$ cat src/rtl/regbus_xcvr_pkg.sv
package regbus_xcvr_pkg;

   // How the two control pins of the transceiver are decoded
   typedef enum logic {
      CTL_SHARED = 1'b0,  // ctrl_a: enable (active low), ctrl_b: direction
      CTL_SPLIT  = 1'b1   // ctrl_a: B enable (high), ctrl_b: A enable (low)
   } ctl_style_e;

endpackage

$ cat src/rtl/regbus_xcvr_oe_dec.sv
module regbus_xcvr_oe_dec
   import regbus_xcvr_pkg::*;
#(
   parameter ctl_style_e CTL_STYLE = CTL_SHARED
) (
   input  logic ctrl_a,
   input  logic ctrl_b,
   output logic oe_a,
   output logic oe_b
);

   generate
      if (CTL_STYLE == CTL_SHARED) begin : g_shared
         // one enable gates both, direction picks exactly one bus
         always_comb begin
            oe_a = 1'b0;
            oe_b = 1'b0;
            if (!ctrl_a) begin
               oe_b = ctrl_b;
               oe_a = !ctrl_b;
            end
         end
      end else begin : g_split
         // independent enables with opposite polarity
         always_comb begin
            oe_b = ctrl_a;
            oe_a = !ctrl_b;
         end
      end
   endgenerate

endmodule

$ cat src/rtl/regbus_xcvr_lane.sv
module regbus_xcvr_lane #(
   parameter int unsigned W      = 8,
   parameter bit          INVERT = 1'b0
) (
   input  logic         clk,
   input  logic         rst_n,
   input  logic         ld,
   input  logic         sel,
   input  logic [W-1:0] cap_d,
   input  logic [W-1:0] live_d,
   output logic [W-1:0] out_d
);

   localparam logic [W-1:0] ZERO = '0;

   logic [W-1:0] held_q;
   logic [W-1:0] pick;

   // storage register, loads on strobe regardless of output controls
   always_ff @(posedge clk or negedge rst_n) begin
      if (!rst_n) begin
         held_q <= ZERO;
      end else if (ld) begin
         held_q <= cap_d;
      end
   end

   // combinational source select: no extra stage between select and bus
   always_comb begin
      pick = sel ? held_q : live_d;
   end

   generate
      if (INVERT) begin : g_inv
         assign out_d = ~pick;
      end else begin : g_true
         assign out_d = pick;
      end
   endgenerate

endmodule

$ cat src/rtl/regbus_xcvr.sv
module regbus_xcvr
   import regbus_xcvr_pkg::*;
#(
   parameter int unsigned W         = 8,
   parameter ctl_style_e  CTL_STYLE = CTL_SHARED,
   parameter bit          INVERT    = 1'b0
) (
   input  logic         clk,
   input  logic         rst_n,
   input  logic         ctrl_a,
   input  logic         ctrl_b,
   input  logic         sel_ab,
   input  logic         sel_ba,
   input  logic         ld_ab,
   input  logic         ld_ba,
   input  logic [W-1:0] a_in,
   output logic [W-1:0] a_out,
   output logic         a_oe,
   input  logic [W-1:0] b_in,
   output logic [W-1:0] b_out,
   output logic         b_oe
);

   localparam int unsigned MAX_W = 1024;

   generate
      if (W < 1 || W > MAX_W) begin : g_bad_width
         $error("regbus_xcvr: W must lie in 1..%0d", MAX_W);
      end
   endgenerate

   // resolved bus values: what a register on each bus really sees
   logic [W-1:0] a_bus;
   logic [W-1:0] b_bus;

   always_comb begin
      a_bus = a_oe ? a_out : a_in;
      b_bus = b_oe ? b_out : b_in;
   end

   regbus_xcvr_oe_dec #(
      .CTL_STYLE (CTL_STYLE)
   ) u_dec (
      .ctrl_a (ctrl_a),
      .ctrl_b (ctrl_b),
      .oe_a   (a_oe),
      .oe_b   (b_oe)
   );

   // A to B: samples bus A, live source is the A input
   regbus_xcvr_lane #(
      .W      (W),
      .INVERT (INVERT)
   ) u_lane_ab (
      .clk    (clk),
      .rst_n  (rst_n),
      .ld     (ld_ab),
      .sel    (sel_ab),
      .cap_d  (a_bus),
      .live_d (a_in),
      .out_d  (b_out)
   );

   // B to A: samples bus B, live source is the B input
   regbus_xcvr_lane #(
      .W      (W),
      .INVERT (INVERT)
   ) u_lane_ba (
      .clk    (clk),
      .rst_n  (rst_n),
      .ld     (ld_ba),
      .sel    (sel_ba),
      .cap_d  (b_bus),
      .live_d (b_in),
      .out_d  (a_out)
   );

endmodule

$ cat config.mk
export PLATFORM = sky130hd
export DESIGN_NAME = regbus_xcvr
export DESIGN_NICKNAME = d
export VERILOG_FILES = /design/src/rtl/regbus_xcvr_pkg.sv /design/src/rtl/regbus_xcvr_oe_dec.sv /design/src/rtl/regbus_xcvr_lane.sv /design/src/rtl/regbus_xcvr.sv
export SDC_FILE = /design/constraint.sdc
export NUM_CORES = 1
export LEC_CHECK = 0
export ABC_AREA = 1
export BUFFER_PORTS_ARGS = -buffer_cell sky130_fd_sc_hd__buf_2
export CAP_MARGIN = 0
export CORE_MARGIN = 5
export CORE_UTILIZATION = 35
export DETAILED_ROUTE_END_ITERATION = 10
export PLACE_DENSITY = 0.69
export SETUP_SLACK_MARGIN = 0.1
export SYNTH_ARGS = -nofsm -noshare
export SYNTH_HDL_FRONTEND = slang
export SYNTH_SLANG_ARGS = --single-unit
$ cat constraint.sdc
create_clock -name clk -period 1.22 [get_ports clk]
set_clock_uncertainty 0.2 [all_clocks]
set_input_delay 0.122 -clock clk [delete_from_list [all_inputs] [get_ports clk]]
set_output_delay 0.122 -clock clk [all_outputs]
set_load 0.01 [all_outputs]
==> flow_summary.html, run 1 <==
<table>
<tr><th>Metric</th><th>Value</th></tr>
<tr><th colspan="2">Placed design</th></tr>
<tr><td>Last weighted congestion value of the routability-driven placer</td><td>between 0.7 and 0.8</td></tr>
<tr><td>Cell area after placement</td><td>roughly 1300 sq um</td></tr>
<tr><td># port buffers</td><td>41</td></tr>
<tr><td>Instance count after placement with tap cells included</td><td>between 200 and 250</td></tr>
<tr><td>Post-place setup slack</td><td>slightly below 0.07 ns</td></tr>
<tr><td>HPWL after detailed placement</td><td>about 2.3 mm</td></tr>
<tr><th colspan="2">Critical path</th></tr>
<tr><td>Sequence of cells on the critical path</td><td>nand2_2, nand2_1, buf_2</td></tr>
<tr><td>Critical Path Sink Type</td><td>primary output</td></tr>
<tr><td>Largest incremental delay on the critical path</td><td>0.41 ns</td></tr>
<tr><td>WP data arrival</td><td>between 0.9 and 1 ns</td></tr>
<tr><td>Startpoint type of the worst setup path</td><td>flop</td></tr>
<tr><td>Critical path type</td><td>reg2out</td></tr>
<tr><td>Worst Path Max Fanout</td><td>2</td></tr>
<tr><td>Required time of the critical path</td><td>~0.9 ns</td></tr>
<tr><td>CP max-delay cell</td><td>dfrtp_1</td></tr>
<tr><th colspan="2">Yosys</th></tr>
<tr><td>Mapped Area</td><td>~1100 sq um</td></tr>
<tr><td>Post-Syn Nets</td><td>197</td></tr>
<tr><td>Number of warnings reported in the yosys synthesis log</td><td>0</td></tr>
<tr><td>Sequential area share after synthesis</td><td>about two fifths</td></tr>
<tr><td>Flops &amp; latches, synth</td><td>16</td></tr>
<tr><td>Syn Area/Cell</td><td>just over 6 sq um</td></tr>
<tr><td>Count of different cell masters after synthesis</td><td>12</td></tr>
<tr><td>Post-synthesis cell count</td><td>173</td></tr>
<tr><th colspan="2">STA</th></tr>
<tr><td>Number of slew-limit violations in the final report</td><td>0</td></tr>
<tr><td>Worst Max-Slew Pin Slew</td><td>between 0.3 and 0.4 ns</td></tr>
<tr><td>Post-route clock period utilization</td><td>106%</td></tr>
<tr><td>Post-route setup TNS</td><td>-0.746 ns</td></tr>
<tr><td>Final Hold Viols</td><td>3</td></tr>
<tr><td>Max-Slew Margin vs Limit</td><td>74.4%</td></tr>
<tr><td>Unrepaired setup endpoints after global routing</td><td>true</td></tr>
<tr><td>Setup WS post-layout</td><td>-0.0671 ns</td></tr>
<tr><td>Smallest hold slack</td><td>-0.0140 ns</td></tr>
<tr><td>Achievable clock frequency</td><td>between 700 and 800 MHz</td></tr>
<tr><td>Minimum period implied by the final worst setup slack</td><td>~1.3 ns</td></tr>
<tr><td>Final count of negative-setup-slack endpoints</td><td>17</td></tr>
<tr><th colspan="2">Final layout</th></tr>
<tr><td>Filler Cells Inserted</td><td>approximately 270</td></tr>
<tr><td>Layout area overhead</td><td>72.0%</td></tr>
<tr><td>Ratio of cells with drive above 1 in the final layout</td><td>about two fifths</td></tr>
<tr><td>Final core area utilization</td><td>approximately 60%</td></tr>
<tr><td>Diodes inserted</td><td>0</td></tr>
<tr><td>Non-filler cells in the finished layout</td><td>291</td></tr>
<tr><td># nets final</td><td>around 280</td></tr>
<tr><td>Final Instance Area</td><td>between 1500 and 2000 sq um</td></tr>
<tr><th colspan="2">Routing</th></tr>
<tr><td>Wirelength, routed</td><td>approximately 3.7 mm</td></tr>
<tr><td>ANT nets after route</td><td>0</td></tr>
<tr><td>Detail-routed via count per cell</td><td>~4.7</td></tr>
<tr><td>Number of design-rule violations left by the first detailed-router iteration</td><td>59</td></tr>
<tr><td>1st-pass router iterations</td><td>4</td></tr>
<tr><td>Residual DRC count</td><td>0</td></tr>
<tr><td>Average routed wire per standard cell</td><td>~13 microns</td></tr>
<tr><td>Via count</td><td>1,382</td></tr>
<tr><th colspan="2">Floorplan</th></tr>
<tr><td>Height of the chip</td><td>around 65 microns</td></tr>
<tr><td>Die ar.</td><td>4210 sq um</td></tr>
<tr><td>Row cnt</td><td>20</td></tr>
<tr><td>Starting density of the core</td><td>a little over a third</td></tr>
<tr><td>Area of the core region</td><td>a little under 3000 sq um</td></tr>
<tr><td>Width of the die</td><td>about 65 microns</td></tr>
<tr><td>I/O pin count</td><td>between 40 and 50</td></tr>
<tr><th colspan="2">Power and ir drop</th></tr>
<tr><td>Power Dens Cells</td><td>just under 900 nW/um^2</td></tr>
<tr><td>Total power</td><td>approximately 1.6 mW</td></tr>
<tr><td>Pleak</td><td>roughly 1.0 nW</td></tr>
<tr><td>Worst IR drop on VDD</td><td>0.684 mV</td></tr>
<tr><th colspan="2">Global routing</th></tr>
<tr><td>Via count of the first global-routing pass</td><td>between 1,000 and 1,500</td></tr>
<tr><td>Remaining Overflow, GRT</td><td>0</td></tr>
<tr><td>First-pass GRT wire length</td><td>5.74 mm</td></tr>
<tr><td>Initial antenna violation count</td><td>0</td></tr>
<tr><td>Overall fraction of global-route tracks in use</td><td>17.4%</td></tr>
<tr><td>Largest net degree at the start of global routing</td><td>17</td></tr>
<tr><th colspan="2">Clock tree</th></tr>
<tr><td>Max Buffers Root-to-Sink</td><td>2</td></tr>
<tr><td>Clock transition at the registers of the reported paths</td><td>approximately 0.1 ns</td></tr>
<tr><td>CTS tree</td><td>yes</td></tr>
<tr><td>Clock buffer count from CTS</td><td>3</td></tr>
<tr><td>Later-pin clock latency in the skew report</td><td>0.28 ns</td></tr>
<tr><td>H-tree level count</td><td>1</td></tr>
<tr><td>CTS root buffer</td><td>clkbuf_4</td></tr>
<tr><td>Sinks on Clock Net</td><td>16</td></tr>
<tr><th colspan="2">Status</th></tr>
<tr><td>Result of the run</td><td>finished, violations left</td></tr>
<tr><td>Violations in the final reports</td><td>negative hold slack, negative setup slack</td></tr>
<tr><th colspan="2">Flow run</th></tr>
<tr><td>Max-cap violations</td><td>0</td></tr>
<tr><th colspan="2">Hold path</th></tr>
<tr><td>Worst hold path class</td><td>in2reg</td></tr>
</table>
[cells in the final DEF, fill, tap and decap left out]
cell type      netlist  layout
a21oi_1              8       6
a21oi_2              0       2
buf_12               0       1
buf_2                3      37
buf_4                0      26
buf_6                2       8
clkbuf_4             0       3
clkbuf_8             0       1
dfrtp_1             16      16
dlygate4sd3_1        0      14
inv_1               12      12
inv_2                2       2
nand2_1             96      83
nand2_2              1      14
nand3_1             16       8
nand3_2              0       7
nand3_4              0       1
nor2_1              14      14
nor2_2               2       2
nor2_4               1       1
[power by group]
group          switching, mW  internal [mW]  leakage, nW
logic                  0.302          0.308        0.826
clock network          0.174          0.181       0.0210
registers             0.0397          0.590        0.193
total                  0.516           1.08         1.04
[cells in the mapped netlist]
master | instances | area (sq um)
a21oi_1 | 8 | 40.0
dfrtp_1 | 16 | 400
nor2_1 | 14 | 52.6
nand3_1 | 16 | 80.1
nor2_4 | 1 | 11.3
inv_1 | 12 | 45.0
nand2_1 | 96 | 360
nand2_2 | 1 | 6.26
buf_2 | 3 | 15.0
inv_2 | 2 | 7.51
buf_6 | 2 | 22.5
nor2_2 | 2 | 12.5
[worst paths after layout]
| path | endpoint | slack (ns) | cells past startpoint | start |
|---|---|---|---|---|
| min reg2reg | u_lane_ba.held_q[2] | 0.29 | 2 | u_lane_ba.held_q[2] |
| max reg2reg | u_lane_ba.held_q[0] | -0.04 | 7 | u_lane_ab.held_q[0] |
| min | u_lane_ab.held_q[7] | -0.01 | 5 | a_in[7] |
| min in group asynchronous | u_lane_ab.held_q[3] | 0.07 | 2 | rst_n |
| max | b_out[0] | -0.07 | 3 | u_lane_ab.held_q[0] |
| max in group asynchronous | u_lane_ba.held_q[2] | 0.48 | 2 | rst_n |
[worst max-delay path, delay by kind of cell (launching register included)]
kind,cells,cell delay [ns]
flops,1,0.41
simple gates,2,0.14
buf+inv,1,0.14
[flip-flops by register name, summed over array words and instances, names as in the netlist]
register          cells
u_lane_ab.held_q      8
u_lane_ba.held_q      8
[layer usage]
| layer | vias up | GRT usage, % | wire (microns) |
|---|---|---|---|
| met4 | 0 | 5.28 | 74 |
| met2 | 39 | 29.8 | 1900 |
| met1 | 635 | 21.9 | 1500 |
| li1 | 701 | - | - |
| met5 | - | 0 | 0 |
| met3 | 7 | 3.64 | 211 |
[cell families (layout without fill, tap and decap cells)]
family          Yosys count  in the layout  share of synthesized area (%)
compound gates            8              8                           3.80
buf+inv                  19            104                           8.55
simple gates            130            130                           49.6
flops                    16             16                           38.0
[area by class of cell]
class                   instances  area, sq um  share of cell area, %
multi-input cells             138          651                   35.9
repair buffers                 86          631                   34.8
flip-flops and latches         16          400                   22.1
inverters                      14         52.6                   2.90
well taps                      33         41.3                   2.28
clock buffers                   4         36.3                   2.00
[repair_timing]
item                                    CTS  global route
endpoints found under the setup margin   16            25
pin swaps                                32            21
hold buffers                             12             2
resized for setup                         5            29
hold endpoints to repair                 32             2
buffers inserted                         22             8
No activity file was read; power rests on OpenSTA's default activity.
==> run 2, diff against run 1 <==
--- a/config.mk
+++ b/config.mk
@@ -5,7 +5,6 @@
 export SDC_FILE = /design/constraint.sdc
 export NUM_CORES = 1
 export LEC_CHECK = 0
-export ABC_AREA = 1
 export BUFFER_PORTS_ARGS = -buffer_cell sky130_fd_sc_hd__buf_2
 export CAP_MARGIN = 0
 export CORE_MARGIN = 5
==> run 2 against run 1 <==
The run still ends with negative hold slack, negative setup slack left. Worst hold slack lost 0.017 ns. Via count decreased by 17%. Maximum frequency is 10% lower. Design area grew 11%. Total power increased by 15%. Global-route usage shrank 1.1 points. Sequential power barely moved. Critical path depth grew 2. Non-clock buffer count up 4. Critical path type is now reg2reg. Highest routed layer unchanged.
==> flow_summary.html, run 2 <==
<table>
<tr><th>Metric</th><th>Value</th></tr>
<tr><th colspan="2">Status</th></tr>
<tr><td>Result of the run</td><td>finished, violations left</td></tr>
<tr><td>Violations in the final reports</td><td>negative hold slack, negative setup slack</td></tr>
<tr><th colspan="2">Clock tree</th></tr>
<tr><td>CTS tree</td><td>yes</td></tr>
<tr><td>CTS root buffer</td><td>clkbuf_4</td></tr>
<tr><td>Later-pin clock latency in the skew report</td><td>0.30 ns (+0.02 ns)</td></tr>
<tr><td>Total of hold buffers inserted after clock tree synthesis</td><td>18 (+6)</td></tr>
<tr><td>Max Buffers Root-to-Sink</td><td>2 (unchanged)</td></tr>
<tr><td>H-tree level count</td><td>1 (unchanged)</td></tr>
<tr><td>Sinks on Clock Net</td><td>16 (unchanged)</td></tr>
<tr><td>Clock buffer count from CTS</td><td>3 (unchanged)</td></tr>
<tr><td>Clock transition at the registers of the reported paths</td><td>0.10 ns (about the same)</td></tr>
<tr><th colspan="2">Routing</th></tr>
<tr><td>Wirelength, routed</td><td>3.88 mm (+5.2%)</td></tr>
<tr><td>Residual DRC count</td><td>0 (unchanged)</td></tr>
<tr><td>Average routed wire per standard cell</td><td>17.1 microns (+35%)</td></tr>
<tr><td>1st-pass router iterations</td><td>5 (+1)</td></tr>
<tr><td>Detail-routed via count per cell</td><td>5.06 (+6.5%)</td></tr>
<tr><td>Number of design-rule violations left by the first detailed-router iteration</td><td>43 (-27%)</td></tr>
<tr><td>ANT nets after route</td><td>0 (unchanged)</td></tr>
<tr><td>Via count</td><td>1,143 (-17%)</td></tr>
<tr><th colspan="2">Critical path</th></tr>
<tr><td>Top Family by Delay on Critical Path</td><td>flip-flops</td></tr>
<tr><td>CP max-delay cell</td><td>dfrtp_1</td></tr>
<tr><td>WP data arrival</td><td>1.41 ns (+0.44 ns)</td></tr>
<tr><td>Worst path buffer plus inverter count</td><td>2 (+1)</td></tr>
<tr><td>Sequence of cells on the critical path</td><td>mux2_4, buf_4, buf_6, nor2_4, o22ai_2</td></tr>
<tr><td>Startpoint type of the worst setup path</td><td>flop</td></tr>
<tr><td>Critical path type</td><td>reg2reg</td></tr>
<tr><td>Required time of the critical path</td><td>1.20 ns (+0.30 ns)</td></tr>
<tr><td>Worst Path Max Fanout</td><td>2 (unchanged)</td></tr>
<tr><td>Critical Path Sink Type</td><td>flop</td></tr>
<tr><td>Largest incremental delay on the critical path</td><td>0.40 ns (about the same)</td></tr>
<tr><th colspan="2">Yosys</th></tr>
<tr><td>Fraction of registers with async set/reset</td><td>100% (unchanged)</td></tr>
<tr><td>Syn Area/Cell</td><td>9.67 sq um (+59%)</td></tr>
<tr><td>Sequential area share after synthesis</td><td>39.1% (+1.1 points)</td></tr>
<tr><td>Mapped Area</td><td>1020 sq um (-2.7%)</td></tr>
<tr><td>Post-Syn Nets</td><td>130 (-34%)</td></tr>
<tr><td>Flops &amp; latches, synth</td><td>16 (unchanged)</td></tr>
<tr><td>Dominant synthesized flop cell</td><td>dfrtp_1</td></tr>
<tr><td>Post-synthesis cell count</td><td>106 (-39%)</td></tr>
<tr><td>Cell types with the largest area share after synthesis</td><td>dfrtp_1 (39%), mux2_4 (23%), o22ai_1 (9.8%)</td></tr>
<tr><td>Cell type with the largest total area after synthesis</td><td>dfrtp_1</td></tr>
<tr><td>Count of different cell masters after synthesis</td><td>14 (+2)</td></tr>
<tr><td>Number of warnings reported in the yosys synthesis log</td><td>0 (unchanged)</td></tr>
<tr><td>Commonest cells in the netlist</td><td>dfrtp_1 (16), inv_1 (16), mux2_4 (16), nor2_1 (16), o22ai_1 (16)</td></tr>
<tr><td>Number of flops mapped to enable cells by yosys</td><td>0 (unchanged)</td></tr>
<tr><td>Share of the synthesized area in the top cell type</td><td>39.1% (+1.1 points)</td></tr>
<tr><th colspan="2">STA</th></tr>
<tr><td>Minimum period implied by the final worst setup slack</td><td>1.43 ns (+0.147 ns)</td></tr>
<tr><td>Post-route clock period utilization</td><td>118% (+12 points)</td></tr>
<tr><td>Final count of negative-setup-slack endpoints</td><td>30 (+13)</td></tr>
<tr><td>Final Hold Viols</td><td>5 (+2)</td></tr>
<tr><td>Worst Max-Slew Pin Slew</td><td>0.372 ns (-0.0122 ns)</td></tr>
<tr><td>Number of slew-limit violations in the final report</td><td>0 (unchanged)</td></tr>
<tr><td>Smallest hold slack</td><td>-0.0313 ns (-0.0173 ns)</td></tr>
<tr><td>Achievable clock frequency</td><td>697 MHz (-10%)</td></tr>
<tr><td>Setup WS post-layout</td><td>-0.214 ns (-0.147 ns)</td></tr>
<tr><td>Unrepaired setup endpoints after global routing</td><td>true</td></tr>
<tr><td>Max-Slew Margin vs Limit</td><td>75.2% (+0.81 points)</td></tr>
<tr><th colspan="2">Power and ir drop</th></tr>
<tr><td>Pleak</td><td>0.991 nW (-4.7%)</td></tr>
<tr><td>Power Dens Cells</td><td>913 nW/um^2 (+3.7%)</td></tr>
<tr><td>Worst IR drop on VDD</td><td>0.932 mV (+36%)</td></tr>
<tr><th colspan="2">Final layout</th></tr>
<tr><td>Most frequent standard cell in the layout excluding fill and tap cells</td><td>buf_6</td></tr>
<tr><td>Filler Cells Inserted</td><td>178 (-35%)</td></tr>
<tr><td>Non-filler cells in the finished layout</td><td>226 (-22%)</td></tr>
<tr><td>Ratio of cells with drive above 1 in the final layout</td><td>62.9% (+22 points)</td></tr>
<tr><td>Layout area overhead</td><td>96.5%</td></tr>
<tr><td># nets final</td><td>219 (-23%)</td></tr>
<tr><td>Registers with the most flip-flops</td><td>u_lane_ab.held_q (8), u_lane_ba.held_q (8)</td></tr>
<tr><td>Top library cells by usage in the layout, fill and taps aside</td><td>buf_6 (32), buf_2 (23), dlygate4sd3_1 (17), buf_4 (17)</td></tr>
<tr><th colspan="2">Global routing</th></tr>
<tr><td>Via count of the first global-routing pass</td><td>1,144 (-12%)</td></tr>
<tr><td>Largest net degree at the start of global routing</td><td>17 (unchanged)</td></tr>
<tr><td>Overall fraction of global-route tracks in use</td><td>16.3% (-1.1 points)</td></tr>
<tr><td>Remaining Overflow, GRT</td><td>0 (unchanged)</td></tr>
<tr><td>Initial antenna violation count</td><td>1 (+1)</td></tr>
<tr><td>First-pass GRT wire length</td><td>5.33 mm (-7.1%)</td></tr>
<tr><th colspan="2">Floorplan</th></tr>
<tr><td>Die ar.</td><td>4110 sq um (-2.3%)</td></tr>
<tr><td>Width of the die</td><td>64.1 microns (-1.2%)</td></tr>
<tr><td>Area of the core region</td><td>2780 sq um (-6.6%)</td></tr>
<tr><td>Row cnt</td><td>19 (-5.0%)</td></tr>
<tr><td>Height of the chip</td><td>64.1 microns (-1.2%)</td></tr>
<tr><td>I/O pin count</td><td>42 (unchanged)</td></tr>
<tr><td>Starting density of the core</td><td>36.8% (+1.5 points)</td></tr>
<tr><th colspan="2">Placed design</th></tr>
<tr><td>HPWL after detailed placement</td><td>2.09 mm (-8.1%)</td></tr>
<tr><td>Last weighted congestion value of the routability-driven placer</td><td>0.771 (+0.56%)</td></tr>
<tr><td>Instance count after placement with tap cells included</td><td>174 (-30%)</td></tr>
<tr><td># port buffers</td><td>41 (unchanged)</td></tr>
<tr><th colspan="2">Hold path</th></tr>
<tr><td>Worst hold path class</td><td>in2reg</td></tr>
<tr><th colspan="2">Flow run</th></tr>
<tr><td>Max-cap violations</td><td>0 (unchanged)</td></tr>
</table>
-- run 2: cell count changes after synthesis, moves of 2 or more --
cell     change
a21oi_1      -8
inv_1        +4
mux2_4      +16
nand2_1     -96
nand3_1     -16
nor2_1       +2
nor2_2       -2
o21ai_0     +15
o22ai_1     +16
-- run 2: per-stage QoR --
step | setup slack, ns | setup TNS (ns) | power, mW | util (%) | cell area (sq um)
final | -0.214 | -3.87 | 1.84 | 72.4 | 2010
after global routing | -0.263 | -4.91 | 1.93 | 72.4 | 2010
after CTS | -0.205 | -3.42 | 1.69 | 64.1 | 1780
after detailed placement | -0.0956 | -0.729 | 1.05 | 44.3 | 1230
after global placement | -0.0469 | -0.351 | 1.04 | 44.3 | 1230
after floorplan | 0.113 | 0 | 0.898 | - | 1020
-- run 2: final timing paths --
path                                             to  depth (start not counted)  slack [ns]           startpoint
worst max-delay path            u_lane_ab.held_q[5]                          5       -0.21  u_lane_ba.held_q[5]
worst min-delay path            u_lane_ba.held_q[1]                          2       -0.03                ld_ba
worst max register to register  u_lane_ab.held_q[5]                          5       -0.21  u_lane_ba.held_q[5]
worst min register to register  u_lane_ba.held_q[4]                          2        0.35  u_lane_ba.held_q[4]
max in group asynchronous       u_lane_ab.held_q[1]                          2        0.48                rst_n
min in group asynchronous       u_lane_ba.held_q[0]                          2        0.06                rst_n
-- run 2: kinds of logic after synthesis --
kind of cell / synth area share [%]
simple gates: 7.08
flops: 39.1
mux: 23.4
buf+inv: 12.8
compound gates: 17.6
-- run 2: cell type report --
class                      instances  area [sq um]  area share (%)
clock buffer                       4          36.3            1.80
antenna                            1          2.50           0.124
sequential                        16           400            19.9
inverter                          18          80.1            3.98
tap                               31          38.8            1.93
multi-input combinational         66           669            33.3
timing repair buffer              90           786            39.0
-- run 2: layer usage --
layer	up-vias	global-route usage [%]	part of all wire (%)
li1	540	-	-
met1	546	19.8	38
met2	51	28.1	53
met3	6	6.48	7.9
met4	0	1.78	1.3
met5	-	0	0
-- run 2: timing repair --
action | CTS | global route
pin swaps | 15 | 15
buffers inserted | 18 | 15
gates resized for setup | 45 | 33
endpoints found under the hold margin | 32 | 5
cloned | 0 | 0
setup endpoints to repair | 33 | 33
-- run 2: report_power, final --
group / switching [mW] / leakage, nW / total (mW) / internal (mW)
sequential: 0.0363 / 0.192 / 0.626 / 0.590
combinational: 0.352 / 0.778 / 0.849 / 0.497
clock: 0.180 / 0.0210 / 0.362 / 0.182
total: 0.569 / 0.991 / 1.84 / 1.27
